`src/rtl/fsr_pkg.sv`:
```
package fsr_pkg;

  typedef enum logic [1:0] {
    SZ_BYTE = 2'd0,
    SZ_HALF = 2'd1,
    SZ_WORD = 2'd2,
    SZ_WIDE = 2'd3
  } acc_size_e;

  localparam int unsigned LANE_W = 8;

endpackage

```
`src/rtl/fsr_rst_sync.sv`:
```
module fsr_rst_sync (
  input  logic clk,
  input  logic rst_n,
  output logic rst_sync_n
);

  logic [1:0] stage_q;

  always_ff @(posedge clk or negedge rst_n) begin
    if (!rst_n) begin
      stage_q <= 2'b00;
    end else begin
      stage_q <= {stage_q[0], 1'b1};
    end
  end

  assign rst_sync_n = stage_q[1];

endmodule

```
`src/rtl/fsr_lane_sel.sv`:
```
module fsr_lane_sel
  import fsr_pkg::*;
#(
  parameter int unsigned DW = 32
) (
  input  logic [1:0]    size,
  output logic [DW-1:0] bit_mask
);

  localparam int unsigned LANES = DW / LANE_W;

  logic [LANES-1:0] lane_en;

  for (genvar g = 0; g < LANES; g++) begin : g_lane
    always_comb begin
      case (size)
        SZ_BYTE: lane_en[g] = (g < 1);
        SZ_HALF: lane_en[g] = (g < 2);
        default: lane_en[g] = 1'b1;
      endcase
    end
    assign bit_mask[g*LANE_W +: LANE_W] = {LANE_W{lane_en[g]}};
  end

endmodule

```
`src/rtl/fsr_lane_align.sv`:
```
module fsr_lane_align
  import fsr_pkg::*;
#(
  parameter int unsigned DW   = 32,
  parameter int unsigned OFFW = 2
) (
  input  logic            hit,
  input  logic [1:0]      size,
  input  logic [OFFW-1:0] offset,
  input  logic [DW-1:0]   wdata,
  output logic [DW-1:0]   clr_mask
);

  localparam int unsigned SHW = OFFW + 3;

  logic [DW-1:0]  width_mask;
  logic [DW-1:0]  kept;
  logic [SHW-1:0] shamt;

  fsr_lane_sel #(.DW(DW)) u_sel (
    .size     (size),
    .bit_mask (width_mask)
  );

  always_comb begin
    kept     = wdata & width_mask;
    shamt    = {offset, 3'b000};
    clr_mask = hit ? (kept << shamt) : '0;
  end

endmodule

```
`src/rtl/fsr_read_extract.sv`:
```
module fsr_read_extract
  import fsr_pkg::*;
#(
  parameter int unsigned DW   = 32,
  parameter int unsigned OFFW = 2
) (
  input  logic            hit,
  input  logic [1:0]      size,
  input  logic [OFFW-1:0] offset,
  input  logic [DW-1:0]   merged,
  output logic [DW-1:0]   field
);

  localparam int unsigned SHW = OFFW + 3;

  logic [DW-1:0]  width_mask;
  logic [SHW-1:0] shamt;

  fsr_lane_sel #(.DW(DW)) u_sel (
    .size     (size),
    .bit_mask (width_mask)
  );

  always_comb begin
    shamt = {offset, 3'b000};
    field = hit ? ((merged >> shamt) & width_mask) : '0;
  end

endmodule

```
`src/rtl/fsr_bank.sv`:
```
module fsr_bank #(
  parameter int unsigned    DW         = 32,
  parameter logic [DW-1:0]  STORE_MASK = '1
) (
  input  logic          clk,
  input  logic          rst_n,
  input  logic [DW-1:0] set_i,
  input  logic [DW-1:0] clr_i,
  output logic [DW-1:0] q_o
);

  logic [DW-1:0] q_q;
  logic [DW-1:0] q_d;
  logic          q_en;

  always_comb begin
    q_en = (|set_i) || (|clr_i);
    q_d  = ((q_q & ~clr_i) | set_i) & STORE_MASK;
  end

  always_ff @(posedge clk or negedge rst_n) begin
    if (!rst_n) begin
      q_q <= '0;
    end else if (q_en) begin
      q_q <= q_d;
    end
  end

  assign q_o = q_q;

  // a set strobe leaves its bits set, even against a clear
  p_set_wins_r9: assert property (@(posedge clk) disable iff (!rst_n)
    (set_i != '0) |=> ((q_o & $past(set_i & STORE_MASK)) == $past(set_i & STORE_MASK)));

  // a clear without a set leaves the bit at zero
  p_clear_takes_r3: assert property (@(posedge clk) disable iff (!rst_n)
    ((clr_i & ~set_i) != '0) |=> ((q_o & $past(clr_i & ~set_i)) == '0));

  // no strobe and no clear keep the copy unchanged
  p_hold_r3: assert property (@(posedge clk) disable iff (!rst_n)
    (set_i == '0 && clr_i == '0) |=> $stable(q_o));

endmodule

```
`src/rtl/fault_status_bank.sv`:
```
module fault_status_bank
  import fsr_pkg::*;
#(
  parameter int unsigned       DW        = 32,
  parameter int unsigned       AW        = 12,
  parameter logic [AW-1:0]     BASE_ADDR = 12'hD28,
  parameter int unsigned       SHARED_LO = 8,
  parameter int unsigned       SHARED_W  = 8
) (
  input  logic          clk,
  input  logic          rst_n,
  input  logic          req_valid,
  output logic          req_ready,
  input  logic          req_write,
  input  logic          req_secure,
  input  logic [AW-1:0] req_addr,
  input  logic [1:0]    req_size,
  input  logic [DW-1:0] req_wdata,
  output logic          rsp_valid,
  output logic [DW-1:0] rsp_rdata,
  input  logic [DW-1:0] set_sec,
  input  logic [DW-1:0] set_ns
);

  localparam int unsigned   LANES       = DW / LANE_W;
  localparam int unsigned   OFFW        = $clog2(LANES);
  localparam logic [DW-1:0] SHARED_MASK = ((DW'(1) << SHARED_W) - DW'(1)) << SHARED_LO;

  logic            rst_i_n;
  logic            hit;
  logic [OFFW-1:0] offset;
  logic            rd_req;
  logic            wr_hit;
  logic [DW-1:0]   clr_mask;
  logic [DW-1:0]   sec_set;
  logic [DW-1:0]   ns_set;
  logic [DW-1:0]   sec_clr;
  logic [DW-1:0]   ns_clr;
  logic [DW-1:0]   sec_q;
  logic [DW-1:0]   ns_q;
  logic [DW-1:0]   merged;
  logic [DW-1:0]   field;
  logic            rsp_valid_q;
  logic            rsp_valid_d;
  logic [DW-1:0]   rsp_rdata_q;
  logic [DW-1:0]   rsp_rdata_d;
  logic            rdata_en;

  fsr_rst_sync u_rst (
    .clk        (clk),
    .rst_n      (rst_n),
    .rst_sync_n (rst_i_n)
  );

  // window decode
  always_comb begin
    hit    = (req_addr[AW-1:OFFW] == BASE_ADDR[AW-1:OFFW]);
    offset = req_addr[OFFW-1:0] - BASE_ADDR[OFFW-1:0];
    rd_req = req_valid && !req_write;
    wr_hit = req_valid && req_write && hit;
  end

  fsr_lane_align #(.DW(DW), .OFFW(OFFW)) u_align (
    .hit      (wr_hit),
    .size     (req_size),
    .offset   (offset),
    .wdata    (req_wdata),
    .clr_mask (clr_mask)
  );

  // bank steering of sets and clears
  always_comb begin
    sec_set = set_sec & ~SHARED_MASK;
    ns_set  = set_ns | (set_sec & SHARED_MASK);
    sec_clr = req_secure ? clr_mask : '0;
    ns_clr  = req_secure ? (clr_mask & SHARED_MASK) : clr_mask;
  end

  fsr_bank #(.DW(DW), .STORE_MASK(~SHARED_MASK)) u_sec_bank (
    .clk   (clk),
    .rst_n (rst_i_n),
    .set_i (sec_set),
    .clr_i (sec_clr),
    .q_o   (sec_q)
  );

  fsr_bank #(.DW(DW), .STORE_MASK('1)) u_ns_bank (
    .clk   (clk),
    .rst_n (rst_i_n),
    .set_i (ns_set),
    .clr_i (ns_clr),
    .q_o   (ns_q)
  );

  always_comb begin
    merged = req_secure ? (sec_q | (ns_q & SHARED_MASK)) : ns_q;
  end

  fsr_read_extract #(.DW(DW), .OFFW(OFFW)) u_extract (
    .hit    (hit),
    .size   (req_size),
    .offset (offset),
    .merged (merged),
    .field  (field)
  );

  // response next state
  always_comb begin
    rsp_valid_d = rd_req;
    rdata_en    = rd_req;
    rsp_rdata_d = field;
  end

  always_ff @(posedge clk or negedge rst_i_n) begin
    if (!rst_i_n) begin
      rsp_valid_q <= 1'b0;
    end else begin
      rsp_valid_q <= rsp_valid_d;
    end
  end

  always_ff @(posedge clk or negedge rst_i_n) begin
    if (!rst_i_n) begin
      rsp_rdata_q <= '0;
    end else if (rdata_en) begin
      rsp_rdata_q <= rsp_rdata_d;
    end
  end

  assign req_ready = 1'b1;
  assign rsp_valid = rsp_valid_q;
  assign rsp_rdata = rsp_rdata_q;

  // each read is answered on the next cycle
  p_rsp_next_r10: assert property (@(posedge clk) disable iff (!rst_i_n)
    rd_req |=> rsp_valid);

  // no response without a read
  p_no_spurious_rsp_r10: assert property (@(posedge clk) disable iff (!rst_i_n)
    !rd_req |=> !rsp_valid);

  // a read outside the window returns zero
  p_miss_zero_r1: assert property (@(posedge clk) disable iff (!rst_i_n)
    (rd_req && !hit) |=> (rsp_rdata == '0));

  // a byte read leaves the upper bits zero
  p_byte_width_r8: assert property (@(posedge clk) disable iff (!rst_i_n)
    (rd_req && req_size == SZ_BYTE) |=> (rsp_rdata[DW-1:LANE_W] == '0));

  // a non-secure write leaves the secure copy alone
  p_ns_write_isolated_r7: assert property (@(posedge clk) disable iff (!rst_i_n)
    (req_valid && req_write && !req_secure && set_sec == '0) |=> $stable(sec_q));

  // the secure copy never holds the shared field
  p_shared_in_ns_r6: assert property (@(posedge clk) disable iff (!rst_i_n)
    $past(set_sec & SHARED_MASK) != '0 |-> ((ns_q & $past(set_sec & SHARED_MASK)) == $past(set_sec & SHARED_MASK)));

endmodule

```
`config.mk`:
```
export PLATFORM = sky130hd
export DESIGN_NAME = fault_status_bank
export DESIGN_NICKNAME = d
export VERILOG_FILES = /design/src/rtl/fsr_pkg.sv /design/src/rtl/fsr_rst_sync.sv /design/src/rtl/fsr_lane_sel.sv /design/src/rtl/fsr_lane_align.sv /design/src/rtl/fsr_read_extract.sv /design/src/rtl/fsr_bank.sv /design/src/rtl/fault_status_bank.sv
export SDC_FILE = /design/constraint.sdc
export NUM_CORES = 1
export LEC_CHECK = 0
export BUFFER_PORTS_ARGS = -buffer_cell sky130_fd_sc_hd__buf_2
export CAP_MARGIN = 10
export CORE_AREA = 2 2 96 98
export DETAILED_ROUTE_END_ITERATION = 8
export DIE_AREA = 0 0 98 100
export GPL_ROUTABILITY_DRIVEN = 0
export GPL_TIMING_DRIVEN = 0
export PLACE_DENSITY = 0.84
export SLEW_MARGIN = 20
export SYNTH_ARGS = -nofsm -noshare
export SYNTH_HDL_FRONTEND = slang
export SYNTH_SLANG_ARGS = --single-unit
```
`constraint.sdc`:
```
create_clock -name clk -period 5.5 [get_ports clk]
set_input_delay 0.275 -clock clk [delete_from_list [all_inputs] [get_ports clk]]
set_output_delay 0.275 -clock clk [all_outputs]
set_load 0.01 [all_outputs]
```
# Word level (Yosys, flattened, before mapping)
# Index checks and enable logic that the tools add are counted.
dict set report op_classes {
  eq_ne 2
  shift 2
  n_mux 7
  n_bitwise 10
  n_reduce_logical 12
}
# op n
set op_table {}
lappend op_table {{$mux W32} 5}
lappend op_table {{$and A32 B32 Y32} 4}
lappend op_table {{$reduce_or A32 Y1} 3}
lappend op_table {{$not A32 Y32} 2}
lappend op_table {{$or A32 B16 Y32} 2}
lappend op_table {{$or A32 B32 Y32} 2}
lappend op_table {{$shl A32 B5 Y32} 1}
lappend op_table {{$shr A32 B5 Y32} 1}
lappend op_table {{$reduce_or A24 Y1} 1}
lappend op_table {{$eq A10 B10 Y1 const B} 1}
lappend op_table {{$logic_and A1 B1 Y1} 3}
lappend op_table {{$eq A2 B1 Y1 const B} 1}
lappend op_table {{$logic_not A2 Y1} 1}
lappend op_table {{$logic_or A1 B1 Y1} 2}
lappend op_table {{$mux W1} 2}
lappend op_table {{$reduce_or A2 Y1} 1}
lappend op_table {{$logic_not A1 Y1} 1}
dict set report word_totals {
  ff_bits 91
  inputBits 115
  output_inout_bits 34
  word_cells 38
}

# Logic depth before layout (Yosys ltp)
# Gate-level depths: netlist (run 1).
dict set report logic_depth {
  word_depth 10
  depth_mapped 8
}

# By module
# A second synthesis (run 1) with hierarchy kept.
dict set report hier_totals {
  cells_unflattened 644
  area_unflattened_um2 6202.2
}
# module n_inst cells_each area_per_inst_um2
set modules_own_cells {}
lappend modules_own_cells {fault_status_bank 1 185 2073.2}
lappend modules_own_cells {{fsr_bank (u_ns_bank)} 1 96 1161.1}
lappend modules_own_cells {{fsr_bank (u_sec_bank)} 1 81 934.6}
lappend modules_own_cells {fsr_read_extract 1 92 814.5}
lappend modules_own_cells {fsr_lane_align 1 121 686.9}
lappend modules_own_cells {fsr_lane_sel 2 33 239.0}
lappend modules_own_cells {fsr_rst_sync 1 3 53.8}

# Worst setup path after synthesis (run 1)
# OpenSTA, ideal clock, no wires.
dict set report synth_path {
  kind {input port to flip-flop}
  start {input port req_addr[7]}
  end {register u_ns_bank.q_q[15] (netlist: u_ns_bank.q_o[15])}
  setup_ns 0.124
  arrival_time_ns 1.444
  required_time_ns 5.376
  setup_slack_ns 3.932
  path_stages 7
  path_cell_list {nor4b_4 > and4_1 > buf_4 > and2b_1 > buf_6 > nand2_1 > a211o_1}
}
dict set report synth_via {
  elab_chain_len 7
}
# element line
set synth_lines {}
lappend synth_lines {{start: declaration} fault_status_bank.sv:16} ;# input logic [AW-1:0] req_addr,
lappend synth_lines {{$eq A10 B10 Y1 (*)} fault_status_bank.sv:57} ;# hit = (req_addr[AW-1:OFFW] == BASE_ADDR[AW-1:OFFW]);
lappend synth_lines {{$logic_and A1 B1 Y1 (*)} fault_status_bank.sv:60} ;# wr_hit = req_valid && req_write && hit;
lappend synth_lines {{$mux W32 (*)} fsr_lane_align.sv:28} ;# clr_mask = hit ? (kept << shamt) : '0;
lappend synth_lines {{$mux W32 (*)} fault_status_bank.sv:76} ;# ns_clr = req_secure ? (clr_mask & SHARED_MASK) : clr_mask;
lappend synth_lines {{parallel branches: the longest is 3 deep, another holds $reduce_or A32 Y1} --}
lappend synth_lines {{end signal: assignment} fsr_bank.sv:25} ;# q_q <= q_d;
lappend synth_lines {{end: declaration} fsr_bank.sv:12} ;# logic [DW-1:0] q_q;
# Mark *: on every way between the ends.
# A chain may end at the register's enable or synchronous reset.

# Final worst setup path (run 1)
dict set report layout_path {
  start {input port req_secure}
  end {register rsp_rdata_q[8] (netlist: rsp_rdata[8])}
}
dict set report layout_via {
  elab_chain_len 4
}
# element line
set layout_lines {}
lappend layout_lines {{start: declaration} fault_status_bank.sv:15} ;# input logic req_secure,
lappend layout_lines {{$mux W32} fault_status_bank.sv:96} ;# merged = req_secure ? (sec_q | (ns_q & SHARED_MASK)) : ns_q;
lappend layout_lines {{$shr A32 B5 Y32} fsr_read_extract.sv:26} ;# field = hit ? ((merged >> shamt) & width_mask) : '0;
lappend layout_lines {{$and A32 B32 Y32} fsr_read_extract.sv:26}
lappend layout_lines {{$mux W32} fsr_read_extract.sv:26}
lappend layout_lines {{end signal: assignment} fault_status_bank.sv:126} ;# rsp_rdata_q <= rsp_rdata_d;
lappend layout_lines {{end: declaration} fault_status_bank.sv:45} ;# logic [DW-1:0] rsp_rdata_q;
# Every way passes these cells.

==> results.py, run 1 <==
metrics = {
    "status": {
        "status": "finished, final reports clean",
    },
    "place": {
        "place_area_um2": 5660,
        "hpwl_um": 11100,
        "io_buffers": 146,
    },
    "global_routing": {
        "grt_usage": 0.302,
        "grt_pass1_wl_um": 23100,
        "antenna_found_initial": 0,
        "gr-total-overflow": 0,
        "grt_max_degree": 50,
        "grt_pass1_vias": 4663,
    },
    "power": {
        "leakagePower_nw": 2.63,
        "power.net_switching_mw": 0.335,
        "seq_power_share": 0.505,
        "ir_drop_mv": 0.116,
        "clockPowerShare": 0.376,
        "switching_share": 0.251,
        "intPower_mw": 1.00,
        "comb_power_share": 0.119,
        "p_per_area_nw_per_um2": 227,
    },
    "setup_path": {
        "cp-start-kind": "primary input",
        "cp.arrival_ps": 1890,
        "cpMaxStageDelayCell": "buf_2",
        "end_kind": "register",
        "path_buf_inv": 3,
        "required_ps": 5730,
        "crit_path_frequent_cell": "buf_2",
        "critPathKind": "in -> reg",
        "slowest_delay_ps": 420,
        "cp_cell_sequence": "buf_2, buf_2, buf_2, mux2i_1, nor2_1, a21oi_1, o21ai_0",
        "path_max_fanout": 10,
        "critPathTopFamily": "buffers and inverters",
    },
    "logic_synthesis": {
        "synth-simple-area-share": 0.135,
        "ys_types": 40,
        "yosysSeqAreaShare": 0.479,
        "avgSynthCellArea_um2": 10.0,
        "syn-cell-area_um2": 4750,
        "synth-compound-area-share": 0.212,
        "synth_adder_area_share": 0,
        "ys_top_cells_by_area": "dfrtp_1 48%, mux2i_1 9.5%, a21o_1 7.1%",
        "synth_warnings": 0,
        "synth_cells": 473,
        "synth-xor-area-share": 0,
        "ys.flop_type": "dfrtp_1",
        "synthMuxAreaShare": 0.135,
        "post-synth-top-area-cell": "dfrtp_1",
        "synth-seq-cells": 91,
        "synth_top_family_by_area": "compound AO/OA/AOI/OAI gates",
        "synth_edf_count": 0,
        "async_reset_ff_frac": 1.00,
        "synth_top_area_share": 0.479,
    },
    "timing": {
        "tns_ps": 0,
        "finalSetupViolCount": 0,
        "worst_slew_pin_slew_ps": 682,
        "finalHoldViolCount": 0,
        "rsz0062_at_grt": "no",
        "min_period_ps": 1660,
        "fin_skew_ps": 13.4,
        "final.period_utilization": 0.303,
        "final_max_slew_viol_count": 0,
        "max_freq_mhz": 601,
        "relSlewSlack": 0.545,
    },
    "clocking": {
        "clk_pin_slew_worst_paths_ps": 90,
        "cts_tree": "built",
        "htree_levels": 3,
        "cts-root-buf": "clkbuf_8",
        "clock_latency_ps": 370,
        "clock-sinks": 91,
        "cts_buffer_depth": 2,
        "cts_made_buffers": 9,
    },
    "cells_and_area": {
        "n_antenna_cell": 0,
        "final_area_um2": 5880,
        "final_layout_size_suffix_gt1_frac": 0.306,
        "areaGrowthSynthToFinish_pct": 23.8,
        "nets": 748,
    },
    "worst_hold_path": {
        "hold_class": "in -> reg",
    },
    "die": {
        "initial_core_util": 0.535,
        "num_io_pins": 149,
        "fp.dieH_um": 100,
        "floorplan.rows": 35,
        "core_area_um2": 8890,
        "fp.dieW_um": 98,
        "die_area_um2": 9800,
    },
    "drt": {
        "final_antenna_net_count": 0,
        "first_pass_iters": 6,
        "vias_per_cell": 6.16,
        "drc": 0,
        "drt_iter0_drc": 452,
        "wire_per_inst_um": 19.7,
        "vias": 4608,
        "wl_um": 14800,
    },
    "run": {
        "max_cap_violations": 0,
    },
}
==> kinds of logic after synthesis <==
group,count (synthesis)
mux,54
other cells,1
compound gates,150
simple gates,140
flops,91
buf+inv,37
==> cells in the final DEF (no fill, tap or decap), drive strengths merged, types with 2 or more instances in the layout <==
master,count
a211o,8
nand3b,5
nor2,19
inv,4
conb,2
dfrtp,91
a211oi,8
a32oi,2
and3b,2
nand2,85
a221o,2
o221ai,2
o2bb2ai,8
buf,172
mux4,8
a22o,9
mux2i,45
and2,2
clkbuf,20
nand2b,6
bufinv,2
o21ai,55
a21oi,8
nand3,8
nor2b,3
nand4,3
a21o,45
==> power groups by stage <==
stage               Combinational (mW)  Clock, mW  Sequential [mW]
floorplan                       0.0705          0            0.693
global placement                 0.141          0            0.696
detailed placement               0.153          0            0.690
CTS                              0.155      0.502            0.676
global route                     0.170      0.531            0.677
finish                           0.159      0.502            0.676
==> through the flow <==
stage          total power [mW]   util  setup slack (ps)  cells  hold WS, ps
6_report                   1.34  0.662              3840    748         76.4
5_1_grt                    1.38  0.662              3790    748         67.3
4_1_cts                    1.33  0.662              3940    748         77.3
3_5_place_dp              0.842  0.636              3560    732         60.8
3_3_place_gp              0.837  0.633              1920    731         60.2
2_1_floorplan             0.763      -              2780    474        -20.6
==> synth_stat cells (5+ instances only) <==
master	number
o21ai_0	55
nor2_1	19
nand3b_1	5
buf_2	19
nand3_1	8
o2bb2ai_1	8
a21o_1	45
a22o_1	9
clkbuf_1	9
mux4_2	8
a211oi_1	8
mux2i_1	45
nand2b_1	6
dfrtp_1	91
a211o_1	8
a21oi_1	8
nand2_1	85
==> registers in the layout, indices dropped and copies added (netlist names) <==
register        cells
rsp_rdata          32
u_rst.stage_q       2
rsp_valid           1
u_sec_bank.q_o     24
u_ns_bank.q_o      32
==> per-layer routing <==
layer  share of wire  routed length (um)  GRT usage
met4           0.047                 700      0.158
met2            0.46                6800      0.485
met3            0.13                1900     0.0884
met5               0                   0          0
met1            0.36                5370      0.373
==> what timing repair did <==
action                                 in CTS  in global routing
hold buffers                                1                  0
endpoints found under the hold margin       2                  0
setup buffers                               0                  0
gates resized for setup                     0                  0
==> worst paths after layout <==
check	endpoint	depth (start not counted)	start	slack (ps)
max in group asynchronous	rsp_rdata[31]$_DFFE_PN0P_	1	u_rst.stage_q[1]$_DFF_PN0_	4530
setup reg to reg	rsp_rdata[7]$_DFFE_PN0P_	3	u_sec_bank.q_o[31]$_DFFE_PN0P_	4140
hold reg to reg	u_ns_bank.q_o[14]$_DFFE_PN0P_	0	u_rst.stage_q[1]$_DFF_PN0_	320
min in group asynchronous	u_rst.stage_q[1]$_DFF_PN0_	2	rst_n	200
setup / recovery	rsp_rdata[8]$_DFFE_PN0P_	7	req_secure	3840
hold / removal	u_ns_bank.q_o[21]$_DFFE_PN0P_	2	set_ns[21]	80
==> cell type report <==
class | instances | area, um2
fillers | 685 | 3010
multi-input cells | 346 | 2300
flip-flops and latches | 91 | 2280
repair buffers | 148 | 768
plain buffers | 34 | 170
clock buffers | 11 | 141
well taps | 111 | 139
clock inverters | 4 | 73.8
inverters | 3 | 11.3
Note: power is estimated with default switching activity, not from simulation.
==> inputs of run 2 (changes only) <==
--- a/config.mk
+++ b/config.mk
@@ -7,12 +7,12 @@
 export LEC_CHECK = 0
 export BUFFER_PORTS_ARGS = -buffer_cell sky130_fd_sc_hd__buf_2
 export CAP_MARGIN = 10
-export CORE_AREA = 2 2 96 98
+export CORE_AREA = 2 2 104 106
 export DETAILED_ROUTE_END_ITERATION = 8
-export DIE_AREA = 0 0 98 100
+export DIE_AREA = 0 0 106 108
 export GPL_ROUTABILITY_DRIVEN = 0
 export GPL_TIMING_DRIVEN = 0
-export PLACE_DENSITY = 0.84
+export PLACE_DENSITY = 0.76
 export SLEW_MARGIN = 20
 export SYNTH_ARGS = -nofsm -noshare
 export SYNTH_HDL_FRONTEND = slang
==> constraint.sdc (replaced) <==
create_clock -name clk -period 1.5 [get_ports clk]
set_input_delay 0.075 -clock clk [delete_from_list [all_inputs] [get_ports clk]]
set_output_delay 0.075 -clock clk [all_outputs]
set_load 0.01 [all_outputs]
==> results.py, run 2 (same netlist as run 1, synthesis figures left out) <==
metrics = {
    "status": {
        "status": "finished, final reports clean",
    },
    "die": {
        "fp.dieH_um": 108,
        "floorplan.rows": 37,
        "num_io_pins": 149,
        "core_area_um2": 10200,
        "initial_core_util": 0.465,
        "fp.dieW_um": 106,
        "die_area_um2": 11400,
    },
    "cells_and_area": {
        "areaGrowthSynthToFinish_pct": 37.2,
        "nets": 813,
        "final_layout_size_suffix_gt1_frac": 0.279,
        "layout_commonest_cell": "buf_2",
        "final_cell_mix": "165 x buf_2, 90 x dfrtp_1, 85 x nand2_1, 66 x dlygate4sd3_1, 55 x o21ai_0",
        "final_cells": 839,
        "n_antenna_cell": 0,
    },
    "global_routing": {
        "gr-total-overflow": 0,
        "grt_pass1_wl_um": 24200,
        "antenna_found_initial": 0,
        "grt_usage": 0.281,
        "grt_max_degree": 90,
        "grt_pass1_vias": 4638,
    },
    "setup_path": {
        "r2r-start": "u_sec_bank.q_o[29]$_DFFE_PN0P_",
        "crit_path_frequent_cell": "buf_2",
        "end_kind": "register",
        "cp.arrival_ps": 1670,
        "worstRegToRegCells": 3,
        "critPathKind": "in -> reg",
        "path_max_fanout": 10,
        "path_buf_inv": 3,
        "critPathTopFamily": "buffers and inverters",
        "cp_cell_sequence": "buf_2, buf_2, buf_2, mux2i_1, nor2_1, a21oi_1, o21ai_0",
        "cp-start-kind": "primary input",
        "slowest_delay_ps": 400,
        "required_ps": 1730,
        "cp.depth": 7,
        "cpMaxStageDelayCell": "buf_2",
        "cp-startpoint": "req_secure",
    },
    "timing": {
        "final_max_slew_viol_count": 0,
        "worst_slew_pin_slew_ps": 663,
        "min_period_ps": 1430,
        "fin_skew_ps": 10.4,
        "max_freq_mhz": 698,
        "worst_hold_slack_ps": 10.9,
        "relSlewSlack": 0.558,
        "tns_ps": 0,
        "finalHoldViolCount": 0,
        "worst_slack_ps": 66.5,
        "final.period_utilization": 0.956,
        "finalSetupViolCount": 0,
        "rsz0062_at_grt": "no",
    },
    "clocking": {
        "clock_latency_ps": 380,
        "cts_tree": "built",
        "htree_levels": 3,
        "cts_made_buffers": 9,
        "clk_pin_slew_worst_paths_ps": 90,
        "clock-sinks": 91,
        "cts_buffer_depth": 2,
        "cts-root-buf": "clkbuf_8",
    },
    "power": {
        "p_per_area_nw_per_um2": 724,
        "power_mw": 4.72,
        "ir_drop_mv": 0.459,
        "leakagePower_nw": 2.88,
    },
    "place": {
        "hpwl_um": 11200,
        "dp.cells": 756,
        "io_buffers": 146,
        "pre_cts_slack_ps": -246,
    },
    "drt": {
        "first_pass_iters": 6,
        "wl_um": 16000,
        "drc": 0,
        "wire_per_inst_um": 19.1,
        "drt_iter0_drc": 587,
        "vias_per_cell": 5.68,
        "final_antenna_net_count": 0,
        "vias": 4768,
    },
    "worst_hold_path": {
        "hold_class": "in -> reg",
        "worstHoldPathCells": 3,
        "min_from": "req_wdata[0]",
    },
    "run": {
        "max_cap_violations": 0,
    },
}
[run 2: power breakdown]
| part | switching [mW] | internal [mW] | total [mW] |
|---|---|---|---|
| Sequential | 0.0179 | 2.46 | 2.47 |
| Clock | 0.884 | 0.647 | 1.53 |
| Combinational | 0.370 | 0.350 | 0.720 |
| Total | 1.27 | 3.45 | 4.72 |
[run 2: final timing paths]
check                                                 to  slack [ps]
hold reg to reg            u_ns_bank.q_o[13]$_DFFE_PN0P_         280
setup reg to reg                rsp_rdata[5]$_DFFE_PN0P_         120
max in group asynchronous      rsp_rdata[11]$_DFFE_PN0P_         580
setup / recovery                rsp_rdata[8]$_DFFE_PN0P_          70
min in group asynchronous  u_ns_bank.q_o[13]$_DFFE_PN0P_         280
hold / removal              u_ns_bank.q_o[0]$_DFFE_PN0P_          10
[run 2: layout make-up]
class	count	area, um2
fill	819	3710
multi-input combinational	346	2300
sequential	91	2280
timing repair buffer	213	1420
buffer	34	170
tap	136	170
clock buffer	12	145
clock inverter	4	26.3
inverter	3	11.3
[run 2: worst register-to-register path: stages, from the launching register on]
cell     delay, ps
dfrtp_1        420
mux4_2         520
mux2i_1        200
o21ai_0        100
[run 2: metal layers]
metal / up-vias / track usage / part of all wire
li1: 2142 / - / -
met3: 61 / 0.0609 / 0.097
met4: 0 / 0.122 / 0.044
met2: 322 / 0.446 / 0.46
met1: 2243 / 0.376 / 0.40
met5: - / 0 / 0
[run 2: timing repair]
item	in CTS	in global routing
setup buffers	0	0
hold buffers	66	0
setup endpoints to repair	0	8
resized for setup	0	1
hold endpoints to repair	58	0
[run 2: stage by stage]
stage,utilization,cell area (um2)
final,0.638,6520
after global routing,0.638,6520
after CTS,0.635,6490
after detailed placement,0.553,5660
after global placement,0.553,5660
after floorplan,-,4760
==> inputs of run 3 (changes only) <==
--- a/config.mk
+++ b/config.mk
@@ -5,14 +5,16 @@
 export SDC_FILE = /design/constraint.sdc
 export NUM_CORES = 1
 export LEC_CHECK = 0
+export ABC_AREA = 1
 export BUFFER_PORTS_ARGS = -buffer_cell sky130_fd_sc_hd__buf_2
 export CAP_MARGIN = 10
-export CORE_AREA = 2 2 104 106
+export CORE_AREA = 2 2 108 110
 export DETAILED_ROUTE_END_ITERATION = 8
-export DIE_AREA = 0 0 106 108
+export DIE_AREA = 0 0 110 112
 export GPL_ROUTABILITY_DRIVEN = 0
 export GPL_TIMING_DRIVEN = 0
-export PLACE_DENSITY = 0.76
+export PLACE_DENSITY = 0.77
+export REMOVE_ABC_BUFFERS = 1
 export SLEW_MARGIN = 20
 export SYNTH_ARGS = -nofsm -noshare
 export SYNTH_HDL_FRONTEND = slang
==> constraint.sdc (replaced) <==
create_clock -name clk -period 1.5 [get_ports clk]
set_input_delay 0.075 -clock clk [delete_from_list [all_inputs] [get_ports clk]]
set_output_delay 0.075 -clock clk [all_outputs]
set_load 0.1 [all_outputs]
==> results.py, run 3 <==
metrics = {
    "die": {
        "core_area_um2": 11200,
        "fp.dieH_um": 112,
        "num_io_pins": 149,
        "die_area_um2": 12300,
        "floorplan.rows": 39,
        "initial_core_util": 0.472,
        "fp.dieW_um": 110,
    },
    "timing": {
        "finalSetupViolCount": 0,
        "relSlewSlack": 0.562,
        "final_max_slew_viol_count": 0,
        "max_freq_mhz": 774,
        "final.period_utilization": 0.862,
        "finalHoldViolCount": 0,
        "worst_slew_pin_slew_ps": 656,
        "min_period_ps": 1290,
        "rsz0062_at_grt": "no",
        "fin_skew_ps": 6.16,
    },
    "cells_and_area": {
        "nets": 1066,
        "final_util": 0.628,
        "final_area_um2": 7010,
        "fillers": 1012,
        "final_layout_size_suffix_gt1_frac": 0.207,
        "areaGrowthSynthToFinish_pct": 32.9,
        "multiInputGateArea_um2": 2450,
        "seqCellArea_um2": 2280,
        "final_cell_mix": "288 x nand2_1, 144 x buf_2, 90 x dfrtp_1, 86 x nand3_1, 74 x inv_1",
        "layout_commonest_cell": "nand2_1",
        "n_antenna_cell": 0,
    },
    "worst_hold_path": {
        "hold_class": "in -> async",
    },
    "logic_synthesis": {
        "ys_top_cells_by_area": "dfrtp_1 43%, nand2_1 21%, nand3_1 8.2%",
        "synth_warnings": 0,
        "ys.flop_type": "dfrtp_1",
        "yosysSeqAreaShare": 0.432,
        "synth_commonest_cells": "289 x nand2_1, 91 x dfrtp_1, 86 x nand3_1",
        "yosysMostFrequentCell": "nand2_1",
        "synth-seq-cells": 91,
        "ys_types": 29,
        "synth_edf_count": 0,
        "avgSynthCellArea_um2": 6.87,
        "post-synth-top-area-cell": "dfrtp_1",
        "syn-cell-area_um2": 5280,
        "synth_cells": 768,
        "synth_top_area_share": 0.432,
        "async_reset_ff_frac": 1.00,
    },
    "setup_path": {
        "crit_path_frequent_cell": "nand2_1",
        "critPathTopFamily": "simple AND/OR/NAND/NOR gates",
        "slowest_delay_ps": 370,
        "cpMaxStageDelayCell": "dfrtp_1",
        "path_buf_inv": 0,
        "end_kind": "register",
        "cp-start-kind": "register",
        "path_max_fanout": 2,
        "required_ps": 1740,
        "cp_cell_sequence": "or2_2, o21ai_0, nand2_1, o21ai_0, nand2_1, nand3_1, nand2_1",
        "cp.arrival_ps": 1530,
        "critPathKind": "reg -> reg",
    },
    "global_routing": {
        "grt-busiest-layer": "met2",
        "gr-total-overflow": 0,
        "met2_usage": 0.444,
        "use_met1": 0.328,
        "grt_usage": 0.261,
        "grt_pass1_wl_um": 24900,
        "grt_max_degree": 78,
        "grt_pass1_vias": 5247,
        "antenna_found_initial": 0,
        "gr-usage-met3": 0.0416,
    },
    "power": {
        "power_mw": 5.90,
        "leakagePower_nw": 3.84,
        "p_per_area_nw_per_um2": 841,
        "ir_drop_mv": 0.583,
    },
    "clocking": {
        "clock-sinks": 91,
        "htree_levels": 3,
        "cts-root-buf": "clkbuf_16",
        "cts_buffer_depth": 2,
        "cts_made_buffers": 9,
        "clock_latency_ps": 350,
        "cts_tree": "built",
        "clk_pin_slew_worst_paths_ps": 70,
    },
    "drt": {
        "wl_um": 15100,
        "final_antenna_net_count": 0,
        "wire_per_inst_um": 13.8,
        "drc": 0,
        "first_pass_iters": 4,
        "drt_iter0_drc": 245,
        "vias": 5472,
        "vias_per_cell": 4.98,
    },
    "place": {
        "hpwl_um": 9260,
        "place_area_um2": 5970,
        "io_buffers": 147,
    },
    "run": {
        "max_cap_violations": 0,
    },
    "status": {
        "status": "finished, final reports clean",
    },
}
## run 3: changes by cell type after synthesis, moves of 10 or more
cell | before | now
a21o_1 | 45 | 0
a21oi_1 | 8 | 26
inv_1 | 3 | 76
mux2i_1 | 45 | 0
nand2_1 | 85 | 289
nand3_1 | 8 | 86
nor2_1 | 19 | 60
o211ai_1 | 0 | 10
o21ai_0 | 55 | 25
o21ai_1 | 0 | 15
or2_2 | 0 | 13
## run 3: per-layer routing
layer  routed length (um)  share of wire  vias to the layer above
met2                 7320           0.48                      215
li1                     -              -                     2767
met3                 1030          0.068                       36
met4                  389          0.026                        0
met1                 6410           0.42                     2454
met5                    0              0                        -
## run 3: repair_timing
action | 4_1_cts | 5_1_grt
endpoints found under the hold margin | 59 | 0
setup buffers | 0 | 0
hold buffers | 66 | 0
resized for setup | 5 | 6
endpoints found under the setup margin | 70 | 47
pin swaps | 0 | 1
## run 3: metrics by stage
| stage | TNS [ps] | worst slack [ps] | hold slack, ps | std cells |
|---|---|---|---|---|
| floorplan | -108790 | -1220 | -221 | 725 |
| global placement | -289240 | -2340 | -139 | 1015 |
| detailed placement | -45990 | -941 | -137 | 1017 |
| CTS | 0 | 15.2 | 28.7 | 1099 |
| global route | 0 | 10.4 | 58.0 | 1099 |
| finish | 0 | 208 | 41.0 | 1099 |
## run 3: area by class of cell
class / count / share of cell area
flip-flops and latches: 91 / 0.325
inverters: 82 / 0.0451
multi-input cells: 552 / 0.349
clock inverters: 7 / 0.0166
clock buffers: 9 / 0.0321
repair buffers: 215 / 0.206
well taps: 143 / 0.0255
## run 3: power by group
group | switching [mW] | internal, mW | total [mW]
logic | 0.460 | 0.345 | 0.805
registers | 0.0232 | 2.46 | 2.48
clock network | 0.985 | 1.63 | 2.61
total | 1.47 | 4.43 | 5.90
## run 3: path summary, 6_finish.rpt
kind                       slack (ps)                             to                          start  cells past startpoint
setup / recovery                  210       rsp_rdata[7]$_DFFE_PN0P_  u_ns_bank.q_o[31]$_DFFE_PN0P_                      7
hold / removal                     40     u_rst.stage_q[0]$_DFF_PN0_                          rst_n                      2
setup reg to reg                  210       rsp_rdata[7]$_DFFE_PN0P_  u_ns_bank.q_o[31]$_DFFE_PN0P_                      7
hold reg to reg                   320       rsp_rdata[6]$_DFFE_PN0P_     u_rst.stage_q[1]$_DFF_PN0_                      0
max in group asynchronous         540  u_ns_bank.q_o[12]$_DFFE_PN0P_     u_rst.stage_q[1]$_DFF_PN0_                      1
min in group clk                  130  u_sec_bank.q_o[3]$_DFFE_PN0P_                   req_wdata[3]                      6
## run 3: cells by family after synthesis
family	synth area share
and+or+nand+nor	0.370
buffers and inverters	0.109
DFF	0.432
AOI/OAI and AO/OA	0.0882
other	0.000711
